<file path="src/rtl/tctx_pkg.sv">
package tctx_pkg;
    localparam int PRIO_LEVELS = 8;

    typedef logic [7:0] byte_t;

    localparam byte_t PRIO_NONE = 8'hFF;

    localparam logic [3:0] OFF_PEND = 4'h0;
    localparam logic [3:0] OFF_CPPR = 4'h1;
    localparam logic [3:0] OFF_PIPR = 4'h2;
    localparam logic [3:0] OFF_ACK  = 4'h3;

    typedef enum logic {
        PORT_IDLE,
        PORT_RESP
    } port_state_e;

    // Most favoured pending level: highest set bit wins.
    function automatic byte_t lead_zero_prio(input byte_t vec);
        byte_t res;
        res = PRIO_NONE;
        for (int i = 0; i < PRIO_LEVELS; i++) begin
            if (vec[i]) res = byte_t'(PRIO_LEVELS - 1 - i);
        end
        return res;
    endfunction

    // One-hot pending bit of a priority, zero when inactive.
    function automatic byte_t prio_bit(input byte_t prio);
        byte_t res;
        res = '0;
        if (int'(prio) < PRIO_LEVELS) res[PRIO_LEVELS - 1 - int'(prio)] = 1'b1;
        return res;
    endfunction
endpackage

</file>
<file path="src/rtl/tctx_ring.sv">
module tctx_ring
    import tctx_pkg::*;
(
    input  logic  clk,
    input  logic  rst_n,
    input  logic  ntf_hit,
    input  byte_t ntf_prio,
    input  logic  wr_pend,
    input  logic  wr_cppr,
    input  byte_t wdata,
    input  logic  ack,
    output byte_t pend_o,
    output byte_t cppr_o,
    output byte_t pipr_o,
    output logic  exc_o
);
    byte_t pend_q, cppr_q, pend_d, cppr_d, pipr;

    always_comb pipr = lead_zero_prio(pend_q);

    always_comb begin
        pend_d = pend_q;
        cppr_d = cppr_q;
        if (wr_pend) pend_d = wdata;
        if (wr_cppr) cppr_d = wdata;
        if (ack && pipr != PRIO_NONE) begin
            pend_d = pend_d & ~prio_bit(pipr);
            cppr_d = pipr;
        end
        if (ntf_hit) pend_d = pend_d | prio_bit(ntf_prio);
    end

    always_ff @(posedge clk) begin
        if (!rst_n) begin
            pend_q <= '0;
            cppr_q <= '0;
        end else begin
            pend_q <= pend_d;
            cppr_q <= cppr_d;
        end
    end

    always_comb begin
        pend_o = pend_q;
        cppr_o = cppr_q;
        pipr_o = pipr;
        exc_o  = pipr < cppr_q;
    end

    assert_notify_sets_R2: assert property (@(posedge clk) disable iff (!rst_n)
        (ntf_hit && int'(ntf_prio) < PRIO_LEVELS) |=> ((pend_q & $past(prio_bit(ntf_prio))) != 8'h00));

    assert_pipr_top_bit_R3: assert property (@(posedge clk) disable iff (!rst_n)
        (pipr != PRIO_NONE) |-> ((pend_q >> (PRIO_LEVELS - 1 - int'(pipr))) == 8'h01));

    assert_exc_needs_pending_R4: assert property (@(posedge clk) disable iff (!rst_n)
        exc_o |-> (pend_q != 8'h00));

    assert_ack_takes_R5: assert property (@(posedge clk) disable iff (!rst_n)
        (ack && pipr != PRIO_NONE && !ntf_hit) |=>
            (cppr_q == $past(pipr)) && ((pend_q & $past(prio_bit(pipr))) == 8'h00));
endmodule

</file>
<file path="src/rtl/tctx_access.sv">
module tctx_access
    import tctx_pkg::*;
#(
    parameter int NUM_RINGS  = 4,
    parameter int RING_BYTES = 16,
    localparam int RING_AW   = $clog2(NUM_RINGS),
    localparam int OFF_AW    = $clog2(RING_BYTES),
    localparam int ADDR_W    = RING_AW + OFF_AW
)(
    input  logic                 clk,
    input  logic                 rst_n,
    input  logic                 acc_req,
    input  logic                 acc_write,
    input  logic [RING_AW-1:0]   acc_page,
    input  logic [ADDR_W-1:0]    acc_addr,
    input  byte_t                pend_i [NUM_RINGS],
    input  byte_t                cppr_i [NUM_RINGS],
    input  byte_t                pipr_i [NUM_RINGS],
    output logic [NUM_RINGS-1:0] wr_pend,
    output logic [NUM_RINGS-1:0] wr_cppr,
    output logic [NUM_RINGS-1:0] ack,
    output byte_t                rdata,
    output logic                 rvalid
);
    logic [RING_AW-1:0] ring_sel;
    logic [OFF_AW-1:0]  off;
    logic               allowed, rd;
    byte_t              rd_val, rdata_q;
    port_state_e        state_q, state_d;

    always_comb begin
        ring_sel = acc_addr[ADDR_W-1:OFF_AW];
        off      = acc_addr[OFF_AW-1:0];
        allowed  = (int'(ring_sel) + int'(acc_page)) <= (NUM_RINGS - 1);
        rd       = acc_req && !acc_write;
    end

    always_comb begin
        for (int i = 0; i < NUM_RINGS; i++) begin
            wr_pend[i] = acc_req && acc_write && allowed && ring_sel == RING_AW'(i) && off == OFF_AW'(OFF_PEND);
            wr_cppr[i] = acc_req && acc_write && allowed && ring_sel == RING_AW'(i) && off == OFF_AW'(OFF_CPPR);
            ack[i]     = rd && allowed && ring_sel == RING_AW'(i) && off == OFF_AW'(OFF_ACK);
        end
    end

    always_comb begin
        rd_val = '0;
        if (allowed) begin
            if (off == OFF_AW'(OFF_PEND))      rd_val = pend_i[ring_sel];
            else if (off == OFF_AW'(OFF_CPPR)) rd_val = cppr_i[ring_sel];
            else if (off == OFF_AW'(OFF_PIPR) || off == OFF_AW'(OFF_ACK)) rd_val = pipr_i[ring_sel];
        end
    end

    always_comb begin
        state_d = state_q;
        unique case (state_q)
            PORT_IDLE: state_d = rd ? PORT_RESP : PORT_IDLE;
            PORT_RESP: state_d = rd ? PORT_RESP : PORT_IDLE;
        endcase
    end

    always_ff @(posedge clk) begin
        if (!rst_n) begin
            state_q <= PORT_IDLE;
            rdata_q <= '0;
        end else begin
            state_q <= state_d;
            if (rd) rdata_q <= rd_val;
        end
    end

    always_comb begin
        rvalid = (state_q == PORT_RESP);
        rdata  = rdata_q;
    end

    assert_read_latency_R8: assert property (@(posedge clk) disable iff (!rst_n)
        rd |=> rvalid);

    assert_denied_reads_zero_R7: assert property (@(posedge clk) disable iff (!rst_n)
        (rd && !allowed) |=> (rdata == 8'h00));
endmodule

</file>
<file path="src/rtl/tctx_ctx.sv">
module tctx_ctx
    import tctx_pkg::*;
#(
    parameter int NUM_RINGS  = 4,
    parameter int RING_BYTES = 16,
    localparam int RING_AW   = $clog2(NUM_RINGS),
    localparam int OFF_AW    = $clog2(RING_BYTES),
    localparam int ADDR_W    = RING_AW + OFF_AW
)(
    input  logic               clk,
    input  logic               rst_n,
    input  logic               ntf_valid,
    input  logic [RING_AW-1:0] ntf_ring,
    input  logic [7:0]         ntf_prio,
    input  logic               acc_req,
    input  logic               acc_write,
    input  logic [RING_AW-1:0] acc_page,
    input  logic [ADDR_W-1:0]  acc_addr,
    input  logic [7:0]         acc_wdata,
    output logic [7:0]         acc_rdata,
    output logic               acc_rvalid,
    output logic               hv_irq,
    output logic               os_irq
);
    byte_t                pend_a [NUM_RINGS];
    byte_t                cppr_a [NUM_RINGS];
    byte_t                pipr_a [NUM_RINGS];
    logic [NUM_RINGS-1:0] exc_a, wr_pend, wr_cppr, ack;

    for (genvar g = 0; g < NUM_RINGS; g++) begin : g_ring
        tctx_ring u_ring (
            .clk      (clk),
            .rst_n    (rst_n),
            .ntf_hit  (ntf_valid && ntf_ring == RING_AW'(g)),
            .ntf_prio (ntf_prio),
            .wr_pend  (wr_pend[g]),
            .wr_cppr  (wr_cppr[g]),
            .wdata    (acc_wdata),
            .ack      (ack[g]),
            .pend_o   (pend_a[g]),
            .cppr_o   (cppr_a[g]),
            .pipr_o   (pipr_a[g]),
            .exc_o    (exc_a[g])
        );
    end

    tctx_access #(
        .NUM_RINGS  (NUM_RINGS),
        .RING_BYTES (RING_BYTES)
    ) u_access (
        .clk       (clk),
        .rst_n     (rst_n),
        .acc_req   (acc_req),
        .acc_write (acc_write),
        .acc_page  (acc_page),
        .acc_addr  (acc_addr),
        .pend_i    (pend_a),
        .cppr_i    (cppr_a),
        .pipr_i    (pipr_a),
        .wr_pend   (wr_pend),
        .wr_cppr   (wr_cppr),
        .ack       (ack),
        .rdata     (acc_rdata),
        .rvalid    (acc_rvalid)
    );

    // Physical and pool rings share the hypervisor line; OS ring has its own.
    always_comb begin
        hv_irq = exc_a[NUM_RINGS-1] | exc_a[NUM_RINGS-2];
        os_irq = exc_a[1];
    end

    assert_user_ring_silent_R4: assert property (@(posedge clk) disable iff (!rst_n)
        (os_irq || hv_irq) |-> (exc_a[NUM_RINGS-1:1] != '0));
endmodule

</file>
<file path="config.mk">
export PLATFORM = sky130hd
export DESIGN_NAME = tctx_ctx
export DESIGN_NICKNAME = d
export VERILOG_FILES = /design/src/rtl/tctx_pkg.sv /design/src/rtl/tctx_ring.sv /design/src/rtl/tctx_access.sv /design/src/rtl/tctx_ctx.sv
export SDC_FILE = /design/constraint.sdc
export NUM_CORES = 1
export LEC_CHECK = 0
export BUFFER_PORTS_ARGS = -buffer_cell sky130_fd_sc_hd__buf_2
export CORE_MARGIN = 5
export CORE_UTILIZATION = 30
export CTS_CLUSTER_DIAMETER = 200
export DETAILED_ROUTE_END_ITERATION = 6
export GPL_TIMING_DRIVEN = 1
export PLACE_DENSITY = 0.43
export REMOVE_ABC_BUFFERS = 1
export SLEW_MARGIN = 20
export SYNTH_ARGS = -nofsm -noshare
export SYNTH_HDL_FRONTEND = slang
export SYNTH_SLANG_ARGS = --single-unit
</file>
<file path="constraint.sdc">
create_clock -name clk -period 6.9 [get_ports clk]
set_input_delay 0.69 -clock clk [delete_from_list [all_inputs] [get_ports clk]]
set_output_delay 0.69 -clock clk [all_outputs]
set_load 0.01 [all_outputs]
</file>
==> out/metrics.yaml <==
synth:
  ys_types: 72
  yosysSeqAreaShare_pct: 28.3
  avgSynthCellArea_sq_um: 8.50
  yosys_warnings: 0
  synthCells: 607
  synth_seq_cells: 73
  synth-edff-count: 0
  async_flop_share_pct: 0
  syn-cell-area_sq_mm: 0.00516
  synthFlopType: "dfxtp_1"
final_layout:
  layout_common_cells: "dfxtp_1, nor2_1, mux2i_1"
  antenna_cells: 0
  layout_commonest_cell: "dfxtp_1"
  syn_to_final_growth_pct: 12.4
  fin_util_pct: 33.9
  nets: 683
  layout-drive-gt1-share_pct: 14.8
sta:
  setup_ws_ns: 3.17
  worstMarginPinSlew_ns: 0.905
  fin_setup_tns_ns: 0
  fin_crit_sh_pct: 54.0
  relSlewSlack_pct: 39.2
  rsz0062_at_grt: "no"
  drv_slew: 0
  skew_ns: 0.00921
  fin_hold_ws_ns: 0.471
  fmax_mhz: 268
  finalSetupViolations: 0
  hold_viol: 0
  post-route-min-period_ns: 3.73
routing:
  wire_per_inst_um: 21.4
  vias_per_cell: 5.64
  dr.pass1.iters: 5
  vias: 4841
  drc: 0
  first_iter_violations: 381
  wirelength_um: 18300
  ant_nets: 0
critical_path:
  crit_path_max_fanout: 8
  crit_type: "register to output pin"
  worstSetupEndpointType: "output pin"
  start_kind: "register"
  cp.arrival_ns: 3.04
  required_ns: 6.21
placement:
  port_buffers: 41
  dp_slack_ns: 3.27
  routabilityCongestion: 0.924
  place_hpwl_um: 14000
global_routing:
  grt_max_degree: 39
  grt_overflow: 0
  antenna_found_initial: 0
  track_usage_pct: 18.6
  grt_pass1_wl_um: 28200
  grt_pass1_vias: 4723
floorplanning:
  rows: 48
  io_pins: 42
  start_util_pct: 30.2
  die_w_um: 141
  chipHeight_um: 141
  core_area_sq_mm: 0.0171
  die-area_sq_mm: 0.0199
outcome:
  status: "finished, final reports clean"
clock_network:
  cts_hold_buf: 0
  cts_resized: 0
  numCtsBuffers: 9
  cts_setup_buffers: 0
  cts_root_buffer: "clkbuf_16"
  cts.sinks: 73
  clock_latency_ns: 0.35
  cts_tree: "done"
  cts_max_level: 3
  clockBufferDepth: 2
  clk_pin_slew_ns: 0.06
flow_run:
  maxCapViolations: 0
pwr:
  irDropWorstVdd_mv: 0.0928
  power.share.clock_pct: 45.7
  switching_share_pct: 25.9
  switchingPower_uw: 245
  p_comb_share_pct: 9.4
  seqPwrFrac_pct: 44.9
  p_leak_nw: 2.11
  power_density_mw_per_mm2: 163
  intPower_uw: 700
hold_path:
  worstHoldPathType: "register to register"
## power groups by stage
stage | registers (mW) | clock network [mW] | logic, mW
finish | 0.425 | 0.432 | 0.0891
global route | 0.425 | 0.456 | 0.0975
CTS | 0.425 | 0.443 | 0.0887
detailed placement | 0.434 | 0 | 0.0883
global placement | 0.434 | 0 | 0.0884
floorplan | 0.434 | 0 | 0.0377
## metal layers
layer | track usage (%) | part of all wire (%) | up-vias
met5 | 0 | 0 | -
met4 | 7.90 | 3.5 | 0
met3 | 4.10 | 6.5 | 36
met2 | 27.8 | 44 | 188
met1 | 25.9 | 46 | 2322
li1 | - | - | 2295
## flip-flops by register name (all words and copies together), names as in the netlist
signal / count
g_ring.u_ring.cppr_o: 32
g_ring.u_ring.pend_o: 32
u_access.rdata: 8
u_access.rvalid: 1
## Yosys cell counts (5+ instances only)
| cell | number | area share [%] |
|---|---|---|
| mux2i_1 | 54 | 10 |
| o21ai_0 | 25 | 2.4 |
| nand3b_1 | 6 | 0.87 |
| nand2_1 | 45 | 3.3 |
| nor3_1 | 10 | 0.97 |
| dfxtp_1 | 73 | 28 |
| a21oi_1 | 23 | 2.2 |
| a211oi_1 | 5 | 0.73 |
| nand2b_1 | 13 | 1.6 |
| o32ai_1 | 6 | 1.0 |
| ha_1 | 23 | 5.6 |
| o31a_1 | 5 | 0.85 |
| buf_2 | 5 | 0.48 |
| o21a_1 | 18 | 2.6 |
| a31oi_1 | 9 | 1.1 |
| nor2b_1 | 8 | 0.97 |
| nor2_1 | 66 | 4.8 |
| o22ai_1 | 5 | 0.61 |
| nor4_1 | 11 | 1.3 |
| a32oi_1 | 5 | 0.85 |
| mux4_2 | 15 | 6.5 |
| clkbuf_1 | 23 | 1.7 |
| a21o_1 | 8 | 1.2 |
| inv_1 | 41 | 3.0 |
| nand3_1 | 18 | 1.7 |
| nand4_1 | 6 | 0.73 |
## final cells by class
type | instances | area (sq um)
Multi-Input combinational cell | 459 | 3410
Timing Repair Buffer | 45 | 235
Tap cell | 225 | 282
Sequential cell | 73 | 1460
Inverter | 41 | 154
Fill cell | 1804 | 11300
Clock buffer | 12 | 246
Clock inverter | 3 | 17.5
## worst max-delay path, cell delays in order, from the launching register on
cell and delay, ns:
dfxtp_1 0.40, nor2_1 0.21, nand2_1 0.17, inv_1 0.17
nand3_1 0.18, inv_1 0.21, ha_1 0.28, a21o_1 0.16
a21o_1 0.16, a2111oi_0 0.40, a221o_1 0.21, buf_2 0.13
## cell families after synthesis
logic type,synth area share (%)
and+or+nand+nor,22.7
AOI/OAI and AO/OA,19.1
buffers and inverters,5.96
muxes,18.4
DFF,28.3
adders and majority gates,5.57
## stage by stage
stage / total power, mW / std cells / area, sq um
2_1_floorplan: 0.472 / 573 / 5010
3_3_place_gp: 0.522 / 843 / 5540
3_5_place_dp: 0.522 / 843 / 5540
4_1_cts: 0.957 / 858 / 5800
5_1_grt: 0.979 / 858 / 5800
6_report: 0.946 / 858 / 5800
## path summary, 6_finish.rpt
| check | slack, ns | from | cells past startpoint | endpoint |
|---|---|---|---|---|
| worst max register to register | 4.49 | g_ring[0].u_ring.pend_o[5]$_SDFF_PN0_ | 5 | u_access.rdata[5]$_SDFFE_PN0P_ |
| worst min register to register | 0.47 | u_access.rdata[7]$_SDFFE_PN0P_ | 2 | u_access.rdata[7]$_SDFFE_PN0P_ |
| worst min-delay path | 0.47 | u_access.rdata[7]$_SDFFE_PN0P_ | 2 | u_access.rdata[7]$_SDFFE_PN0P_ |
| worst max-delay path | 3.17 | g_ring[2].u_ring.pend_o[7]$_SDFF_PN0_ | 11 | hv_irq |
(Power assumes the default switching activity.)
